`src/rtl/hfadc_pkg.sv`:
```
// Package: shared sizes and sequencer states for the two-step converter
// controller. Assumes an even result width so it splits into two halves.
package hfadc_pkg;
    localparam int RES_BITS = 8;
    localparam int HALF     = RES_BITS / 2;
    localparam int LEVELS   = (1 << HALF) - 1;

    typedef enum logic [1:0] {
        ST_IDLE   = 2'd0,
        ST_WR_LOW = 2'd1,
        ST_WAIT   = 2'd2,
        ST_RO_RUN = 2'd3
    } seq_state_t;
endpackage

```
`src/rtl/hfadc_sync.sv`:
```
// Module: two-flop synchroniser for a vector of asynchronous control inputs.
// Assumes each bit is an independent level; RST_VAL gives the idle levels.
module hfadc_sync #(
    parameter int             W       = 4,
    parameter logic [W-1:0]   RST_VAL = '0
) (
    input  logic         clk,
    input  logic         rst_n,
    input  logic [W-1:0] d_in,
    output logic [W-1:0] q
);
    logic [W-1:0] meta;

    // Two flop stages per bit to settle metastability.
    always_ff @(posedge clk) begin
        if (!rst_n) begin
            meta <= RST_VAL;
            q    <= RST_VAL;
        end else begin
            meta <= d_in;
            q    <= meta;
        end
    end
endmodule

```
`src/rtl/hfadc_twostep.sv`:
```
// Module: combinational two-step quantiser. It forms a coarse code from
// the clamped level, then a fine code from the residue that remains.
// Assumes the top bit of the level flags anything above full scale.
module hfadc_twostep
    import hfadc_pkg::*;
#(
    parameter int RB  = RES_BITS,
    parameter int HB  = RB / 2,
    parameter int NLV = (1 << HB) - 1
) (
    input  logic [RB:0]   level,
    output logic [RB-1:0] code,
    output logic          over
);
    logic [RB-1:0]  clamp;
    logic [NLV-1:0] coarse_th;
    logic [NLV-1:0] fine_th;
    logic [HB-1:0]  coarse;
    logic [HB-1:0]  fine;
    logic [RB-1:0]  residue;

    assign over  = level[RB];
    assign clamp = over ? '1 : level[RB-1:0];

    // One comparator per coarse step and per fine step.
    for (genvar k = 1; k <= NLV; k++) begin : g_cmp
        assign coarse_th[k-1] = (clamp >= RB'(k << HB));
        assign fine_th[k-1]   = (residue >= RB'(k));
    end

    // Thermometer to binary for the coarse stage.
    always_comb begin
        coarse = '0;
        for (int i = 0; i < NLV; i++) coarse = coarse + HB'(coarse_th[i]);
    end

    // Residue left after removing the coarse level.
    assign residue = clamp - {coarse, {HB{1'b0}}};

    // Thermometer to binary for the fine stage.
    always_comb begin
        fine = '0;
        for (int i = 0; i < NLV; i++) fine = fine + HB'(fine_th[i]);
    end

    assign code = {coarse, fine};
endmodule

```
`src/rtl/hfadc_seq.sv`:
```
// Module: conversion sequencer. It starts conversions on strobe edges,
// counts the timeout or conversion time, latches the result, and drives
// the interrupt, ready and bus enables. Assumes synchronised inputs.
module hfadc_seq
    import hfadc_pkg::*;
#(
    parameter int RB          = RES_BITS,
    parameter int TIMEOUT_CYC = 160,
    parameter int CONV_CYC    = 300,
    parameter int CNT_W       = $clog2((TIMEOUT_CYC > CONV_CYC ? TIMEOUT_CYC : CONV_CYC) + 1)
) (
    input  logic          clk,
    input  logic          rst_n,
    input  logic          mode_s,
    input  logic          cs_s,
    input  logic          wr_s,
    input  logic          rd_s,
    input  logic [RB:0]   sample,
    input  logic [RB-1:0] conv_code,
    input  logic          conv_over,
    output logic [RB:0]   smp_q,
    output logic [RB-1:0] data_out,
    output logic          data_oe,
    output logic          rdy_pull,
    output logic          int_n,
    output logic          ofl_n
);
    localparam logic [CNT_W-1:0] TO_LAST = CNT_W'(TIMEOUT_CYC - 1);
    localparam logic [CNT_W-1:0] CV_LAST = CNT_W'(CONV_CYC - 1);

    seq_state_t       state;
    logic [CNT_W-1:0] cnt;
    logic             cs_p, wr_p, rd_p, valid;
    logic             cs_fall, cs_rise, wr_fall, wr_rise, rd_fall, rd_rise;
    logic             start_wr, start_ro, wr_up, early, expire, do_latch;

    // Previous-cycle copies of the strobes for edge detection.
    always_ff @(posedge clk) begin
        if (!rst_n) begin
            cs_p <= 1'b1;
            wr_p <= 1'b1;
            rd_p <= 1'b1;
        end else begin
            cs_p <= cs_s;
            wr_p <= wr_s;
            rd_p <= rd_s;
        end
    end

    assign cs_fall = cs_p & ~cs_s;
    assign cs_rise = ~cs_p & cs_s;
    assign wr_fall = wr_p & ~wr_s;
    assign wr_rise = ~wr_p & wr_s;
    assign rd_fall = rd_p & ~rd_s;
    assign rd_rise = ~rd_p & rd_s;

    // Decode the start, early-read and timeout events.
    always_comb begin
        start_wr = (state == ST_IDLE) & mode_s & ~cs_s & wr_fall;
        start_ro = (state == ST_IDLE) & ~mode_s & ~cs_s & rd_fall;
        wr_up    = (state == ST_WR_LOW) & wr_rise;
        early    = (state == ST_WAIT) & ~cs_s & rd_fall;
        expire   = ((state == ST_WAIT) & (cnt == TO_LAST)) |
                   ((state == ST_RO_RUN) & (cnt == CV_LAST));
        do_latch = early | expire;
    end

    // State, counter and sample capture.
    always_ff @(posedge clk) begin
        if (!rst_n) begin
            state <= ST_IDLE;
            cnt   <= '0;
            smp_q <= '0;
        end else if (start_wr) begin
            state <= ST_WR_LOW;
            smp_q <= sample;
        end else if (start_ro) begin
            state <= ST_RO_RUN;
            cnt   <= '0;
            smp_q <= sample;
        end else if (wr_up) begin
            state <= ST_WAIT;
            cnt   <= '0;
        end else if (do_latch) begin
            state <= ST_IDLE;
        end else if (state == ST_WAIT || state == ST_RO_RUN) begin
            cnt <= cnt + 1'b1;
        end
    end

    // Output latch, overflow flag and result-valid flag.
    always_ff @(posedge clk) begin
        if (!rst_n) begin
            data_out <= '0;
            ofl_n    <= 1'b1;
            valid    <= 1'b0;
        end else if (do_latch) begin
            data_out <= conv_code;
            ofl_n    <= ~conv_over;
            valid    <= 1'b1;
        end else if (start_wr || start_ro) begin
            valid <= 1'b0;
        end
    end

    // Interrupt: a latch sets it low, and a read or select rise clears it.
    always_ff @(posedge clk) begin
        if (!rst_n)                  int_n <= 1'b1;
        else if (do_latch)           int_n <= 1'b0;
        else if (rd_rise || cs_rise) int_n <= 1'b1;
    end

    // Ready pull-down: read-only mode only, released at latch or deselect.
    always_ff @(posedge clk) begin
        if (!rst_n)                   rdy_pull <= 1'b0;
        else if (do_latch || cs_rise) rdy_pull <= 1'b0;
        else if (cs_fall && !mode_s)  rdy_pull <= 1'b1;
    end

    // Bus enable: level-based in write-then-read, after completion in read-only.
    assign data_oe = ~cs_s & ~rd_s & (mode_s | (valid & ~rd_fall));
endmodule

```
`src/rtl/hfadc_ctrl.sv`:
```
// Module: top of the two-step converter bus controller. It synchronises
// the bus inputs, quantises the captured sample and sequences conversions.
// Assumes the sample word stays stable while a conversion is started.
module hfadc_ctrl
    import hfadc_pkg::*;
#(
    parameter int TIMEOUT_CYC = 160,
    parameter int CONV_CYC    = 300
) (
    input  logic                clk,
    input  logic                rst_n,
    input  logic                mode,
    input  logic                cs_n,
    input  logic                wr_n,
    input  logic                rd_n,
    input  logic [RES_BITS:0]   sample,
    output logic [RES_BITS-1:0] data_out,
    output logic                data_oe,
    output logic                rdy_pull,
    output logic                int_n,
    output logic                ofl_n
);
    logic [3:0]            sync_q;
    logic [RES_BITS:0]     smp_q;
    logic [RES_BITS-1:0]   conv_code;
    logic                  conv_over;

    // Bit order is {mode, cs, wr, rd}. Mode idles low; the strobes idle high.
    hfadc_sync #(.W(4), .RST_VAL(4'b0111)) u_sync (
        .clk   (clk),
        .rst_n (rst_n),
        .d_in  ({mode, cs_n, wr_n, rd_n}),
        .q     (sync_q)
    );

    hfadc_twostep #(.RB(RES_BITS), .HB(HALF), .NLV(LEVELS)) u_quant (
        .level (smp_q),
        .code  (conv_code),
        .over  (conv_over)
    );

    hfadc_seq #(
        .RB          (RES_BITS),
        .TIMEOUT_CYC (TIMEOUT_CYC),
        .CONV_CYC    (CONV_CYC)
    ) u_seq (
        .clk       (clk),
        .rst_n     (rst_n),
        .mode_s    (sync_q[3]),
        .cs_s      (sync_q[2]),
        .wr_s      (sync_q[1]),
        .rd_s      (sync_q[0]),
        .sample    (sample),
        .conv_code (conv_code),
        .conv_over (conv_over),
        .smp_q     (smp_q),
        .data_out  (data_out),
        .data_oe   (data_oe),
        .rdy_pull  (rdy_pull),
        .int_n     (int_n),
        .ofl_n     (ofl_n)
    );
endmodule

```
`config.mk`:
```
export PLATFORM = sky130hd
export DESIGN_NAME = hfadc_ctrl
export DESIGN_NICKNAME = d
export VERILOG_FILES = /design/src/rtl/hfadc_pkg.sv /design/src/rtl/hfadc_sync.sv /design/src/rtl/hfadc_twostep.sv /design/src/rtl/hfadc_seq.sv /design/src/rtl/hfadc_ctrl.sv
export SDC_FILE = /design/constraint.sdc
export NUM_CORES = 1
export LEC_CHECK = 0
export CAP_MARGIN = 20
export CORE_ASPECT_RATIO = 1.75
export CORE_UTILIZATION = 58
export CTS_BUF_LIST = sky130_fd_sc_hd__clkbuf_16
export DETAILED_ROUTE_END_ITERATION = 6
export PLACE_DENSITY_LB_ADDON = 0.08
export SYNTH_ARGS = -nofsm -noshare
export SYNTH_HDL_FRONTEND = slang
export SYNTH_SLANG_ARGS = --single-unit
```
`constraint.sdc`:
```
create_clock -name clk -period 11.98 [get_ports clk]
set_clock_uncertainty 0.2 [all_clocks]
set_input_delay 2.396 -clock clk [delete_from_list [all_inputs] [get_ports clk]]
set_output_delay 2.396 -clock clk [all_outputs]
set_load 0.005 [all_outputs]
```
; Word level (Yosys, flattened, before mapping)
; Index checks and enable logic that the tools add are counted.
; W data, S select, Z words.
[op_classes]
mul = 0
reduce_logical = 16
bitwise = 34
shifts = 0
n_lt_le_gt_ge = 30
n_eq_ne = 6
mux = 15
add_sub_neg = 30
n_div = 0
[ops]
columns = cell, n
row1 = $add A4 B1 Y4, 26
row2 = $ge A8 B4 Y1 const B, 8
row3 = $ge A8 B8 Y1 const B, 8
row4 = $mux W9, 6
row5 = $ge A8 B3 Y1 const B, 4
row6 = $ge A8 B7 Y1 const B, 4
row7 = $and A1 B1 Y1, 20
row8 = $ge A8 B2 Y1 const B, 2
row9 = $ge A8 B6 Y1 const B, 2
row10 = $not A1 Y1, 11
row11 = $add A9 B1 Y9 const B, 1
row12 = $eq A9 B8 Y1 const B, 1
row13 = $eq A9 B9 Y1 const B, 1
row14 = $ge A8 B1 Y1 const B, 1
row15 = $ge A8 B5 Y1 const B, 1
row16 = $mux W8, 1
row17 = $sub A8 B8 Y8, 1
row18 = $mux W2, 3
row19 = $reduce_bool A2 Y1, 3
row20 = $reduce_bool A3 Y1, 2
row21 = $mux W1, 5
row22 = $add A1 B1 Y2, 2
row23 = $eq A2 B2 Y1 const B, 2
row24 = $logic_or A1 B1 Y1, 4
row25 = other kinds (9), 12
[totals]
mem_bits_ro = 0
ff_bits = 43
word_cells = 145
input_bits = 15
ram_bits = 0
mem_count = 0
latchBits = 0

; Depth between registers and ports, before layout
[depth]
depth_word = 32
ltp_mapped = 36
ltp_nobuf = 34

; By module
; Synthesis repeated with hierarchy kept, for this count alone.
[hier_totals]
cells_unflattened = 332
hier_area_um2 = 2997.9
[modules_own_cells]
columns = module, seq_area_each_um2, instances, area_each_um2, cells_each
row1 = hfadc_seq, 700.7, 1, 1685.4, 186
row2 = hfadc_twostep, 0.0, 1, 1102.3, 130
row3 = hfadc_sync, 160.2, 1, 210.2, 16

; Least setup slack after synthesis
; No wires, ideal clock.
[synth_path]
path_type = reg2reg
startpoint = register u_seq.smp_q[8]
endpoint = register u_seq.data_out[3]
required_ps = 11664
n_path_buf = 2
setup_slack_ps = 2449
setup_ps = 116
path_stages_with_launch = 36
arrival_time_ps = 9214
cell_sequence = dfxtp_1 buf_6 or2_2 or3_2 or2_2 ha_1 inv_1 fa_1 fa_1 fa_1 inv_1 fa_1 ha_1 inv_1 fa_1 o21a_1 nor2_1 ha_1 nor2_1 xnor2_1 nor4b_4 buf_2 nand4_1 ha_1 fa_1 fa_1 fa_1 inv_1 fa_1 inv_1 ha_1 a21o_1 a21oi_1 xor2_1 a211oi_1 a31o_2
[synth_between]
elab_chain_cells = 32
[synth_rtl]
columns = item, line
row1 = "start, declared", hfadc_seq.sv:21  ; output logic [RB:0] smp_q,
row2 = "start signal, assigned", hfadc_seq.sv:76  ; smp_q <= sample;
row3 = "start signal, assigned", hfadc_seq.sv:80  ; smp_q <= sample;
row4 = $mux W8 *, hfadc_twostep.sv:23  ; assign clamp = over ? '1 : level[RB-1:0];
row5 = $ge A8 B5 Y1 / $ge A8 B6 Y1 (equally long branches), hfadc_twostep.sv:27  ; assign coarse_th[k-1] = (clamp >= RB'(k << HB));
row6 = $add A1 B1 Y2, hfadc_twostep.sv:34  ; for (int i = 0; i < NLV; i++) coarse = coarse + HB'(coarse_th[i]);
row7 = $add A4 B1 Y4 (13 in a row), hfadc_twostep.sv:34
row8 = $sub A8 B8 Y8 *, hfadc_twostep.sv:38  ; assign residue = clamp - {coarse, {HB{1'b0}}};
row9 = $ge A8 B1 Y1 / $ge A8 B2 Y1 (equally long branches), hfadc_twostep.sv:28  ; assign fine_th[k-1] = (residue >= RB'(k));
row10 = $add A1 B1 Y2, hfadc_twostep.sv:43  ; for (int i = 0; i < NLV; i++) fine = fine + HB'(fine_th[i]);
row11 = $add A4 B1 Y4 (12 in a row), hfadc_twostep.sv:43
row12 = $add A4 B1 Y4 *, hfadc_twostep.sv:43
row13 = "end signal, assigned", hfadc_seq.sv:98  ; data_out <= conv_code;
row14 = "end, declared", hfadc_seq.sv:22  ; output logic [RB-1:0] data_out,
; Every way passes the cells marked *; elsewhere a longest branch is shown, timed or not.
; A chain may end at the register's enable or synchronous reset.

; Worst setup path in the final report
[layout_path]
startpoint = register u_seq.smp_q[8]
endpoint = register u_seq.data_out[2]
; The elaborated chain is that of the path after synthesis.

==> impl_summary.log <==
INFO  metric post_dp_cell_area = 3110 µm²
INFO  metric rsz0062_at_grt = false
INFO  metric synth_sequential_area_ratio = 29.9%
INFO  metric pre_cts_slack = 1.79 ns
INFO  metric synth_async_sr_flop_share = 0%
INFO  metric numCtsBuffers = 5
INFO  metric drv.max_cap_violation_count = 0
INFO  metric nFillCells = 389
INFO  metric crit_path_top_delay_cell = nor4b_4
INFO  metric max_clock_freq = 97.8 MHz
INFO  metric postSynthCellCount = 316
INFO  metric timing_worst_setup_path_type = reg2reg
INFO  metric worst_setup_path_start_kind = flop
INFO  metric area_leader_netlist = dfxtp_1
INFO  metric tightestPinTransition = 0.703 ns
INFO  metric clock_path_buffers = 2
INFO  metric gr-total-overflow = 0
INFO  metric htree_num_levels = 2
INFO  metric clock_sinks = 43
INFO  metric drt_pass1_iterations = 4
INFO  metric wire_length_of_the_first_global_routing_pass = 10000 µm
INFO  metric gpl.final_weighted_congestion = 0.899
INFO  metric chipWidth = 55.3 µm
INFO  metric mappedNetlistNets = 365
INFO  metric comb_power_share = 67.5%
INFO  metric post_cts.repair.setup_buffers = 0
INFO  metric initial_utilization = 61.2%
INFO  metric post_cts.resized_instances = 0
INFO  metric critical_path.endpoint_type = flop
INFO  metric ant_nets = 0
INFO  metric rows = 33
INFO  metric fp.dieH = 95.2 µm
INFO  metric synthesis.area = 2880 µm²
INFO  metric port_buffers = 26
INFO  metric pwr_density_cell = 268 nW/µm²
INFO  metric grt_pass1_vias = 2261
INFO  metric via_per_inst = 5.80
INFO  metric reg2regPathDepth = 32
INFO  metric hpwl = 4200 µm
INFO  metric ys.flop_type = dfxtp_1
INFO  metric setup_total_negative_slack = 0 ns
INFO  metric synth_edf_count = 0
INFO  metric groute.usage.overall = 24.1%
INFO  metric syn-mean-instance-area = 9.11 µm²
INFO  metric finalHoldViolCount = 0
INFO  metric io-pin-count = 27
INFO  metric fin_crit = 10.22 ns
INFO  metric p_switching = 383 µW
INFO  metric yosysUniqueCellTypes = 56
INFO  metric timing.critical_path.mode_cell = fa_1
INFO  metric yosys_warnings = 0
INFO  metric cp.arrival = 10.21 ns
INFO  metric total_internal_power = 491 µW
INFO  metric layout_nets = 384
INFO  metric power_frac_clock = 15.7%
INFO  metric seqPwrFrac = 16.8%
INFO  metric total_inserted_antenna_cells = 0
INFO  metric static-leakage-power = 1.44 nW
INFO  metric irDropWorstVdd = 0.000503 V
INFO  metric pin_count_of_the_biggest_net_entering_global_routing = 28
INFO  metric clock_network_latency_to_the_later_pin_of_the_worst_skew_pair = 0.28 ns
INFO  metric fin_total_pwr = 873 µW
INFO  metric fin_crit_sh = 85.3%
INFO  metric post-route-cell-area = 3260 µm²
INFO  metric cts_tree = built
INFO  metric cp_data_required_time = 11.97 ns
INFO  metric final_layout_size_suffix_gt1_share = 8.63%
INFO  metric maxSlewViolCount = 0
INFO  metric synth.top_cells.by_area = dfxtp_1 (30%), fa_1 (13%), ha_1 (7.0%)
INFO  metric grt_antenna_before_repair = 0
INFO  metric synth.ff_latch_count = 43
INFO  metric floorplan.die_area = 5260 µm²
INFO  metric core_area = 4710 µm²
INFO  metric final_util = 69.2%
INFO  metric clk_pin_slew = 0.06 ns
INFO  metric drt-wirelength-per-cell = 14.7 µm
INFO  metric area_delta_synth_final = 13.2%
INFO  metric worst_slack = 1.76 ns
INFO  metric synth.top_cell.area_share = 29.9%
INFO  metric dr_total_vias = 2252
INFO  metric worstHoldPathType = reg2reg
INFO  metric critical_path.max_stage_delay = 0.60 ns
INFO  metric run_status = completed
INFO  metric path_max_fanout = 17
INFO  metric drt-total-wl = 5690 µm
INFO  metric clock_tree.root_cell = clkbuf_16
INFO  metric worst_hold_path.num_cells = 1
INFO  metric holdBufCountCts = 0
INFO  metric drt_drc_violations_left = 0
INFO  metric swShare = 43.8%
INFO  metric first_iter_violations = 79
INFO  metric finalSetupViolCount = 0
INFO  metric max_slew_margin = 53.1%
-- registers in the layout, summed over array words and instances (netlist names) --
name,count
u_seq.rd_p,1
u_seq.wr_p,1
u_sync.meta,4
u_seq.ofl_n,1
u_seq.rdy_pull,1
u_seq.valid,1
u_sync.q,4
u_seq.cnt,9
u_seq.smp_q,9
u_seq.cs_p,1
u_seq.int_n,1
u_seq.data_out,8
u_seq.state,2
-- routing by layer --
metal / wire (µm) / global-route usage, % / vias to the layer above
li1: - / - / 1122
met1: 2320 / 26.3 / 1077
met2: 3090 / 46.0 / 39
met3: 98 / 2.71 / 14
met4: 172 / 11.3 / 0
met5: 0 / 0 / -
-- metrics by stage --
stage               hold WS (ns)  instances
floorplan                  0.186        316
global placement           0.188        380
detailed placement         0.191        380
CTS                        0.206        388
global route               0.225        388
finish                     0.204        388
-- cell usage after synthesis, types with 3 or more instances --
| master | number |
|---|---|
| clkbuf_1 | 5 |
| or4_1 | 4 |
| or2_2 | 3 |
| nand3_1 | 13 |
| o31ai_1 | 6 |
| nand4_1 | 6 |
| mux2i_1 | 13 |
| dfxtp_1 | 43 |
| nor3_1 | 8 |
| nor2_1 | 27 |
| buf_2 | 3 |
| fa_1 | 18 |
| ha_1 | 16 |
| inv_1 | 30 |
| nand2_1 | 27 |
| xnor2_1 | 3 |
| nand2b_1 | 9 |
| o211ai_1 | 4 |
| a21o_1 | 3 |
| xor2_1 | 5 |
| and2_1 | 4 |
| or3_1 | 3 |
| a211oi_1 | 3 |
| a21oi_1 | 15 |
| buf_6 | 5 |
| o21ai_0 | 7 |
-- critical path, delay by kind of cell, from the launching register on --
family / cells / cell delay, ns
fa+ha+maj: 15 / 6.36
simple gates: 7 / 2.05
flops: 1 / 0.50
compound gates: 3 / 0.44
xor+xnor: 2 / 0.29
buf+inv: 5 / 0.26
-- path summary, 6_finish.rpt --
check | start | end | slack (ns)
setup reg to reg | u_seq.smp_q[8]$_SDFFE_PN0P_ | u_seq.data_out[2]$_SDFFE_PN0N_ | 1.76
hold / removal | u_sync.meta[2]$_SDFF_PN1_ | u_sync.q[2]$_SDFF_PN1_ | 0.20
hold reg to reg | u_sync.meta[2]$_SDFF_PN1_ | u_sync.q[2]$_SDFF_PN1_ | 0.20
setup / recovery | u_seq.smp_q[8]$_SDFFE_PN0P_ | u_seq.data_out[2]$_SDFFE_PN0N_ | 1.76
-- power groups by stage --
stage / logic [mW] / registers [mW] / clock network, mW
global placement: 0.570 / 0.150 / 0
detailed placement: 0.599 / 0.150 / 0
finish: 0.590 / 0.147 / 0.137
CTS: 0.606 / 0.147 / 0.140
global route: 0.700 / 0.147 / 0.146
floorplan: 0.483 / 0.149 / 0
-- kinds of logic (layout without fill, tap and decap cells) --
logic type / after synthesis / count (layout) / synth area share (%)
DFF: 43 / 43 / 29.9
buffers and inverters: 46 / 66 / 7.56
adders and majority gates: 35 / 35 / 19.9
AOI/OAI and AO/OA: 51 / 51 / 12.0
and+or+nand+nor: 119 / 119 / 22.9
xor gates and xnor gates: 9 / 9 / 3.26
muxes: 13 / 13 / 4.52
-- cell usage in the layout, fill, tap and decap left out, drive strengths merged, types with 3 or more instances in the layout --
| master | synthesis | final |
|---|---|---|
| o21ai | 7 | 7 |
| nand4 | 6 | 6 |
| inv | 30 | 31 |
| a21oi | 17 | 17 |
| o31ai | 6 | 6 |
| dfxtp | 43 | 43 |
| xnor2 | 3 | 3 |
| nor2 | 27 | 27 |
| o211ai | 4 | 4 |
| a31oi | 3 | 3 |
| ha | 16 | 16 |
| or3 | 4 | 4 |
| fa | 18 | 18 |
| mux2i | 13 | 13 |
| or4 | 4 | 4 |
| clkdlybuf4s50 | 0 | 26 |
| a21o | 4 | 4 |
| a211oi | 3 | 3 |
| nand2 | 27 | 27 |
| clkbuf | 5 | 5 |
| nor3 | 8 | 8 |
| xor2 | 5 | 5 |
| or2 | 4 | 4 |
| nand2b | 9 | 9 |
| and2 | 4 | 4 |
| nand3 | 13 | 13 |
-- area by class of cell --
| cell class | count | area (µm²) | area share (%) |
|---|---|---|---|
| Multi-Input combinational cell | 227 | 1800 | 55.2 |
| Sequential cell | 43 | 861 | 26.4 |
| Timing Repair Buffer | 27 | 268 | 8.21 |
| Clock buffer | 5 | 125 | 3.84 |
| Inverter | 31 | 116 | 3.57 |
| Tap cell | 52 | 65.1 | 2.00 |
| Clock inverter | 3 | 23.8 | 0.729 |
(Power assumes the default switching activity.)
